--- src/rtl/seg_addr_decode.sv ---
module seg_addr_decode (
  input  logic        clk,
  input  logic        rst_n,
  input  logic        req_valid,
  input  logic [31:0] req_vaddr,
  input  logic [1:0]  req_mode,
  input  logic        req_store,
  input  logic        err_level,
  input  logic [7:0]  cur_asid,
  input  logic [31:0] ctx_in,
  input  logic        tlb_hit,
  input  logic        tlb_valid,
  input  logic        tlb_dirty,
  input  logic [31:0] tlb_paddr,
  output logic        rsp_valid,
  output logic [31:0] rsp_paddr,
  output logic [2:0]  rsp_fault,
  output logic [4:0]  rsp_exc,
  output logic [31:0] bad_vaddr,
  output logic [31:0] context_out,
  output logic [31:0] entryhi_out
);

  localparam logic [2:0] F_NONE = 3'd0, F_BAD = 3'd1, F_MISS = 3'd2,
                         F_INV = 3'd3, F_MOD = 3'd4;

  logic is_kern, is_sup;
  assign is_kern = (req_mode == 2'b00);
  assign is_sup  = (req_mode == 2'b01);

  logic w_user, w_k0, w_k1, w_k2;
  assign w_user = ~req_vaddr[31];
  assign w_k0   = req_vaddr[31:29] == 3'b100;
  assign w_k1   = req_vaddr[31:29] == 3'b101;
  assign w_k2   = req_vaddr[31:29] == 3'b110;

  logic allowed, mapped;
  assign allowed = w_user | (w_k2 & (is_kern | is_sup)) | (~w_user & ~w_k2 & is_kern);
  assign mapped  = (w_user & ~err_level) | w_k2 | (req_vaddr[31:29] == 3'b111);

  logic [2:0]  fault_c;
  logic [31:0] paddr_c;
  always_comb begin
    fault_c = F_NONE;
    paddr_c = 32'd0;
    if (!allowed)                     fault_c = F_BAD;
    else if (mapped) begin
      if (!tlb_hit)                   fault_c = F_MISS;
      else if (!tlb_valid)            fault_c = F_INV;
      else if (req_store && !tlb_dirty) fault_c = F_MOD;
      else                            paddr_c = tlb_paddr;
    end
    else if (w_k0)                    paddr_c = req_vaddr - 32'h8000_0000;
    else if (w_k1)                    paddr_c = req_vaddr - 32'hA000_0000;
    else                              paddr_c = req_vaddr;
  end

  logic [4:0] exc_c;
  always_comb begin
    case (fault_c)
      F_BAD:         exc_c = req_store ? 5'd5 : 5'd4;
      F_MISS, F_INV: exc_c = req_store ? 5'd3 : 5'd2;
      F_MOD:         exc_c = 5'd1;
      default:       exc_c = 5'd0;
    endcase
  end

  always_ff @(posedge clk or negedge rst_n) begin
    if (!rst_n) begin
      rsp_valid   <= 1'b0;
      rsp_paddr   <= '0;
      rsp_fault   <= '0;
      rsp_exc     <= '0;
      bad_vaddr   <= '0;
      context_out <= '0;
      entryhi_out <= '0;
    end else begin
      rsp_valid <= req_valid;
      if (req_valid) begin
        rsp_paddr <= paddr_c;
        rsp_fault <= fault_c;
        rsp_exc   <= exc_c;
        if (fault_c != F_NONE) begin
          bad_vaddr   <= req_vaddr;
          context_out <= {ctx_in[31:23], req_vaddr[31:13], ctx_in[3:0]};
          entryhi_out <= {req_vaddr[31:13], 5'd0, cur_asid};
        end
      end
    end
  end


  resp_timing_chk: assert property (@(posedge clk) disable iff (!rst_n)
    rsp_valid == $past(req_valid));


  code_agree_chk: assert property (@(posedge clk) disable iff (!rst_n)
    rsp_valid |-> ((rsp_fault == 3'd0) == (rsp_exc == 5'd0)));


  badaddr_follow_chk: assert property (@(posedge clk) disable iff (!rst_n)
    (rsp_valid && rsp_fault != 3'd0) |-> (bad_vaddr == $past(req_vaddr) &&
      context_out[3:0] == $past(ctx_in[3:0])));


  idle_hold_chk: assert property (@(posedge clk) disable iff (!rst_n)
    !rsp_valid |-> ($stable(bad_vaddr) && $stable(entryhi_out) && $stable(rsp_fault)));


  fault_zero_pa_chk: assert property (@(posedge clk) disable iff (!rst_n)
    (rsp_valid && rsp_fault != 3'd0) |-> rsp_paddr == 32'd0);

endmodule

--- config.mk ---
export PLATFORM = sky130hd
export DESIGN_NAME = seg_addr_decode
export DESIGN_NICKNAME = d
export VERILOG_FILES = /design/src/rtl/seg_addr_decode.sv
export SDC_FILE = /design/constraint.sdc
export NUM_CORES = 1
export LEC_CHECK = 0
export ABC_AREA = 1
export BUFFER_PORTS_ARGS = -buffer_cell sky130_fd_sc_hd__buf_2
export CAP_MARGIN = 20
export CORE_MARGIN = 2
export CORE_UTILIZATION = 40
export DETAILED_ROUTE_END_ITERATION = 8
export MAX_ROUTING_LAYER = met4
export PLACE_DENSITY = 0.81
export SLEW_MARGIN = 20
export SYNTH_ARGS = -nofsm -noshare
export SYNTH_HDL_FRONTEND = slang
export SYNTH_SLANG_ARGS = --single-unit
export TNS_END_PERCENT = 50
--- constraint.sdc ---
create_clock -name clk -period 0.8 [get_ports clk]
set_input_delay 0.16 -clock clk [delete_from_list [all_inputs] [get_ports clk]]
set_output_delay 0.16 -clock clk [all_outputs]
set_load 0.05 [all_outputs]
==> results of run 1 <==
==> per-layer routing <==
metal	GRT usage (%)	vias up	share of wire, %
met3	5.29	54	6.7
met5	-	-	0
met2	44.1	262	51
li1	-	2265	-
met1	29.9	2389	38
met4	11.5	0	3.5
==> cell usage in the layout, fill, tap and decap left out, types with 2 or more instances in the layout <==
cell type  netlist  layout
nand2_4          2       8
dfrtp_2          0      17
nand3_2          3      19
buf_12           0      17
inv_1            7       5
a21oi_4          1       2
buf_6            5     134
o211ai_1        30      30
inv_2            3       3
conb_1           1       7
a21oi_1          3       3
nor2_1           4       4
o21ai_0          4       2
diode_2          0       2
nand2_1        196     185
clkbuf_16        0      12
clkbuf_8         0       3
ha_4             0       3
buf_2           19      90
clkbuf_1         8       3
o21ai_1          1       3
nand3_4          1       4
dfrtp_1         92      75
nand3_1        111      92
nand2_8          0       3
nand2_2          3       5
buf_4           52      61
==> what timing repair did <==
item / in CTS / in global routing
gates cloned: 2 / 6
setup buffers: 24 / 11
pin swaps: 13 / 19
hold buffers: 1 / 0
gates resized for setup: 278 / 53
endpoints found under the hold margin: 92 / 0
endpoints found under the setup margin: 221 / 220
==> cell families (layout without fill, tap and decap cells) <==
group	Yosys count	in the layout	share of synthesized area [%]
buf+inv	94	334	13.0
other cells	1	9	0.0800
simple gates	323	323	30.3
compound gates	40	40	6.19
fa+ha+maj	5	5	1.33
flops	92	92	49.1
==> power by group <==
group          switching [mW]  internal, mW  leakage, nW  total (mW)
clock                    1.72          2.36        0.140        4.08
sequential              0.678          5.35         1.14        6.03
combinational            5.56          3.19         2.82        8.76
==> path summary, 6_finish.rpt <==
path | cells past startpoint | slack (ns) | end
max in group asynchronous | 3 | 0.16 | context_out[22]$_DFFE_PN0P_
min in group asynchronous | 3 | 0.36 | rsp_paddr[31]$_DFFE_PN0P_
hold reg to reg | 2 | 0.50 | rsp_paddr[1]$_DFFE_PN0P_
hold / removal | 3 | 0.05 | context_out[28]$_DFFE_PN0P_
setup reg to reg | 4 | -0.12 | bad_vaddr[23]$_DFFE_PN0P_
setup / recovery | 1 | -0.32 | bad_vaddr[22]
==> area by class of cell <==
class	count	share of cell area, %
well taps	143	2.29
flip-flops and latches	92	29.8
diodes	2	0.0642
clock buffers	15	3.56
clock inverters	1	0.0642
repair buffers	308	37.0
multi-input cells	375	26.5
inverters	10	0.674
==> per-stage QoR <==
step / setup slack [ns] / area [um2]
global placement: -0.670 / 6040
CTS: -0.334 / 7430
finish: -0.322 / 7800
detailed placement: -0.701 / 6040
global route: -0.373 / 7800
floorplan: -0.354 / 4870
==> tightest hold or removal path: cells and delay by family <==
kind                   cells  cell delay [ns]
and+or+nand+nor            2             0.12
buffers and inverters      1             0.07
==> sequential cells by signal, indices dropped and copies added (netlist names) <==
name / cells
bad_vaddr: 31
context_out: 14
entryhi_out: 8
rsp_exc: 3
rsp_fault: 3
rsp_paddr: 32
rsp_valid: 1
==> reports/results.txt, run 1 <==
CTS tree: yes
Vias: 4970
Critical path arrival: 0.96 ns
Final nets: 915
Worst hold path type: in -> reg
Synth cell count leaders: 196 x nand2_1, 111 x nand3_1, 92 x dfrtp_1, 52 x buf_4, 30 x o211ai_1
Start point of the worst min-delay path: ctx_in[28]
Top FF cell, synth: dfrtp_1
Final hold slack: 0.0476 ns
Die Wd: 112 um
Startpoint Class: flip-flop
Syn. warnings: 0
1st-iter DRT viols: 264
Final worst path period need: 1.12 ns
Final setup viols: 219
TritonRoute pass-1 iters: 5
Top delay family on crit path: flip-flops
Cell Count, Final, Fillers Out: 946
Row count: 39
Sequential share of the synthesized area: 49.1%
Area of the multi-input gates: 2070 um2
Max-slew violation count: 0
Crit path cell chain: buf_6
CP Data Required Time: 0.64 ns
Fraction of registers with async set/reset: 100%
CTS H-tree lvls: 3
Setup WS post-layout: -0.322 ns
Leakage: 4.09 nW
Crit path largest cell delay: 0.45 ns
Leading area contributor after synthesis: dfrtp_1
HPWL after DPL: 10000 um
Worst IR Drop VDD: 1640 uV
Worst Path Max Fanout: 4
Initial antenna violation count: 2
Top-Level Pins: 251
Final ANT Viol Nets: 0
Root buf cell: clkbuf_16
Cell with the largest stage delay on the worst path: dfrtp_2
Clock Latency Late Sink: 0.34 ns
Unique cell type count in the Yosys netlist: 25
RSZ-0062 raised after global routing: yes
Die footprint: 12600 um2
Synth Instances: 555
Die height: 112 um
Count leader, synth: nand2_1
Wirelength per Cell: 18.0 um
Residual DRC: 0
Finished Core Util: 68.3%
Origin of the worst setup path: bad_vaddr[22]$_DFFE_PN0P_
Total CTS buffers: 9
Vias in the first global route: 4963
All-Layer GR Usage: 26.0%
Largest net degree at the start of global routing: 47
First-pass GRT wire length: 25000 um
Grt ovf: 0
Placed insts: 885
WP buf/inv: 1
Storage cell area: 2320 um2
Post-Syn Area per Cell: 8.45 um2
Outcome: complete, but fails checks
Synth top area share: 49.1%
Area grow syn2layout: 66.3%
IO Port Bufs: 224
Seq cells post-synth: 92
Violated checks: setup timing
Layout cells sized above 1: 48.4%
Largest cells by area after synthesis: dfrtp_1 49%, nand2_1 16%, nand3_1 12%
Crit end category: primary output
CTS max path bufs: 2
Core Region: 11400 um2
Initial Utilization: 41.0%
Power per cell area: 2420 nW/um2
Reg clk slew, reported paths: 0.06 ns
Max cap viols: 0
Total power: 18.9 mW
Drt via density: 5.25
Number of synthesized flops with an enable pin: 0
Post-Syn Area: 4690 um2
Routability-driven placement congestion ratio: 0.854
Clk sinks: 92
DRT Wirelength: 17100 um
Fin. Hold Viols: 0
Crit path kind: reg -> out
Fin crit share: 140%
Reg2reg start: bad_vaddr[23]$_DFFE_PN0P_
Fillers: 869
Skew final: 0 ns
Setup TNS: -57.65 ns
Fmax achieved: 891 MHz
No activity file was read; power rests on OpenSTA's default activity.
==> run 2: changes to the inputs <==
--- a/config.mk
+++ b/config.mk
@@ -10,6 +10,7 @@
 export CAP_MARGIN = 20
 export CORE_MARGIN = 2
 export CORE_UTILIZATION = 40
+export CTS_BUF_LIST = sky130_fd_sc_hd__clkbuf_8
 export DETAILED_ROUTE_END_ITERATION = 8
 export MAX_ROUTING_LAYER = met4
 export PLACE_DENSITY = 0.81
==> run 2 against run 1 <==
Compared with the run above: highest routed layer unchanged; via count down 2.6%; sequential share of layout area rose by 1.5 points; clock power fell by 28%; hold slack worse by 0.027 ns; first-iteration DRC count rose by 49%; largest cell class unchanged; critical endpoint is now bad_vaddr[14]; clock-buffer cell count fell by 3; worst setup slack got worse by 0.045 ns; critical path depth stayed put; largest power group unchanged; final area shrank 4.7%; register-to-register slack got worse by 0.13 ns; sequential power about the same; the flow still finishes with violations (setup timing).
==> reports/results.txt, run 2 (synthesis results as in run 1) <==
Max reg flops: 32 (unchanged)
HPWL after DPL: 10000 um (unchanged)
Max-slew violation count: 0 (unchanged)
CTS tree: yes
Final setup viols: 219 (unchanged)
Biggest register: rsp_paddr
Initial antenna violation count: 2 (unchanged)
Critical path arrival: 1.01 ns (+0.05 ns)
Crit end category: primary output
DRT Wirelength: 15500 um (-9.0%)
Setup TNS: -54.86 ns (+2.79 ns)
Clk sinks: 92 (unchanged)
Worst hold path type: in -> reg
Power per cell area: 2350 nW/um2 (-2.9%)
Outcome: complete, but fails checks
Vias in the first global route: 4906 (-1.1%)
Core Region: 11400 um2 (unchanged)
Row count: 39 (unchanged)
Reg clk slew, reported paths: 0.09 ns (+0.03 ns)
1st-iter DRT viols: 394 (+49%)
Initial Utilization: 41.0% (unchanged)
CTS max path bufs: 2 (unchanged)
Top-Level Pins: 251 (unchanged)
Routability-driven placement congestion ratio: 0.854 (unchanged)
Final worst path period need: 1.17 ns (+0.0449 ns)
Residual DRC: 0 (unchanged)
Die height: 112 um (unchanged)
Cell Count, Final, Fillers Out: 944 (-0.21%)
Fin. Hold Viols: 0 (unchanged)
Setup WS post-layout: -0.367 ns (-0.0449 ns)
Die Wd: 112 um (unchanged)
Cell with the largest stage delay on the worst path: dfrtp_1
Regs by FF count: rsp_paddr: 32 flops, bad_vaddr: 31 flops, context_out: 14 flops
Crit path kind: reg -> out
TritonRoute pass-1 iters: 5 (unchanged)
Wirelength per Cell: 16.4 um (-8.8%)
CTS H-tree lvls: 3 (unchanged)
RSZ-0062 raised after global routing: yes
Worst IR Drop VDD: 1570 uV (-4.1%)
Violated checks: setup timing
Worst Path Max Fanout: 4 (unchanged)
Layout cells sized above 1: 45.6% (-2.9 points)
Clock Latency Late Sink: 0.36 ns (+0.02 ns)
Fmax achieved: 857 MHz (-3.8%)
CP Data Required Time: 0.64 ns (about the same)
First-pass GRT wire length: 24300 um (-2.8%)
Leakage: 3.98 nW (-2.7%)
Most frequent cells in the layout: 191 x nand2_1, 127 x buf_6, 105 x nand3_1
Total CTS buffers: 9 (unchanged)
Area grow syn2layout: 58.5%
Most common cell after layout, fill and taps aside: nand2_1
Crit path largest cell delay: 0.45 ns (about the same)
Root buf cell: clkbuf_8
Max cap viols: 0 (unchanged)
Largest net degree at the start of global routing: 47 (unchanged)
Placed insts: 885 (unchanged)
Die footprint: 12600 um2 (unchanged)
Final nets: 913 (-0.22%)
IO Port Bufs: 224 (unchanged)
Fin crit share: 146% (+5.6 points)
Top delay family on crit path: flip-flops
WP buf/inv: 1 (unchanged)
Startpoint Class: flip-flop
Skew final: 0 ns (unchanged)
All-Layer GR Usage: 25.1% (-0.95 points)
Vias: 4842 (-2.6%)
Final ANT Viol Nets: 0 (unchanged)
Grt ovf: 0 (unchanged)
Crit path cell chain: buf_6
Drt via density: 5.13 (-2.4%)
-- run 2: through the flow --
step           hold WS, ns  utilization [%]  setup slack, ns  total power, mW  cell area (um2)
2_1_floorplan       -0.136                -           -0.354             11.2             4870
3_3_place_gp         0.157             52.9           -0.670             12.6             6040
3_5_place_dp         0.151             52.9           -0.701             12.7             6040
4_1_cts           0.000705             63.2           -0.381             17.2             7210
5_1_grt             0.0181             65.1           -0.405             18.2             7430
6_report            0.0204             65.1           -0.367             17.4             7430
-- run 2: layout make-up --
type | count | area, um2
well taps | 143 | 179
repair buffers | 306 | 2770
flip-flops and latches | 92 | 2320
inverters | 10 | 52.6
clock inverters | 4 | 16.3
multi-input cells | 375 | 1920
diodes | 2 | 5.00
fillers | 915 | 3990
clock buffers | 12 | 165
-- run 2: final timing paths --
kind / from / end / slack [ns] / depth (start not counted)
max: bad_vaddr[14]$_DFFE_PN0P_ / bad_vaddr[14] / -0.37 / 1
min: ctx_in[31] / context_out[31]$_DFFE_PN0P_ / 0.02 / 3
max reg2reg: bad_vaddr[14]$_DFFE_PN0P_ / bad_vaddr[14]$_DFFE_PN0P_ / -0.25 / 5
min reg2reg: rsp_paddr[30]$_DFFE_PN0P_ / rsp_paddr[30]$_DFFE_PN0P_ / 0.51 / 2
max in group asynchronous: rst_n / context_out[22]$_DFFE_PN0P_ / 0.21 / 3
min in group asynchronous: rst_n / rsp_paddr[31]$_DFFE_PN0P_ / 0.33 / 3
-- run 2: report_power, final --
| group | leakage, nW | internal, mW | total, mW | switching [mW] |
|---|---|---|---|---|
| registers | 1.14 | 5.34 | 6.00 | 0.663 |
| logic | 2.74 | 3.12 | 8.53 | 5.41 |
| clock network | 0.106 | 1.35 | 2.92 | 1.57 |
| total | 3.98 | 9.80 | 17.4 | 7.65 |
-- run 2: what timing repair did --
item,CTS,global route
setup buffers,23,16
pin swaps,28,6
endpoints found under the setup margin,221,220
hold buffers,2,0
endpoints found under the hold margin,93,0
gates resized for setup,263,30
-- run 2: metal layers --
layer  track usage, %  vias up  share of wire (%)
li1                 -     2258                  -
met1             29.2     2333                 39
met2             43.3      221                 52
met3             4.70       30                6.7
met4             9.27        0                2.0
met5                -        -                  0
-- run 2: worst min-delay path, cell delays in order --
cell and delay [ns]:
buf_2 0.08, nand3_1 0.07, nand2_1 0.05
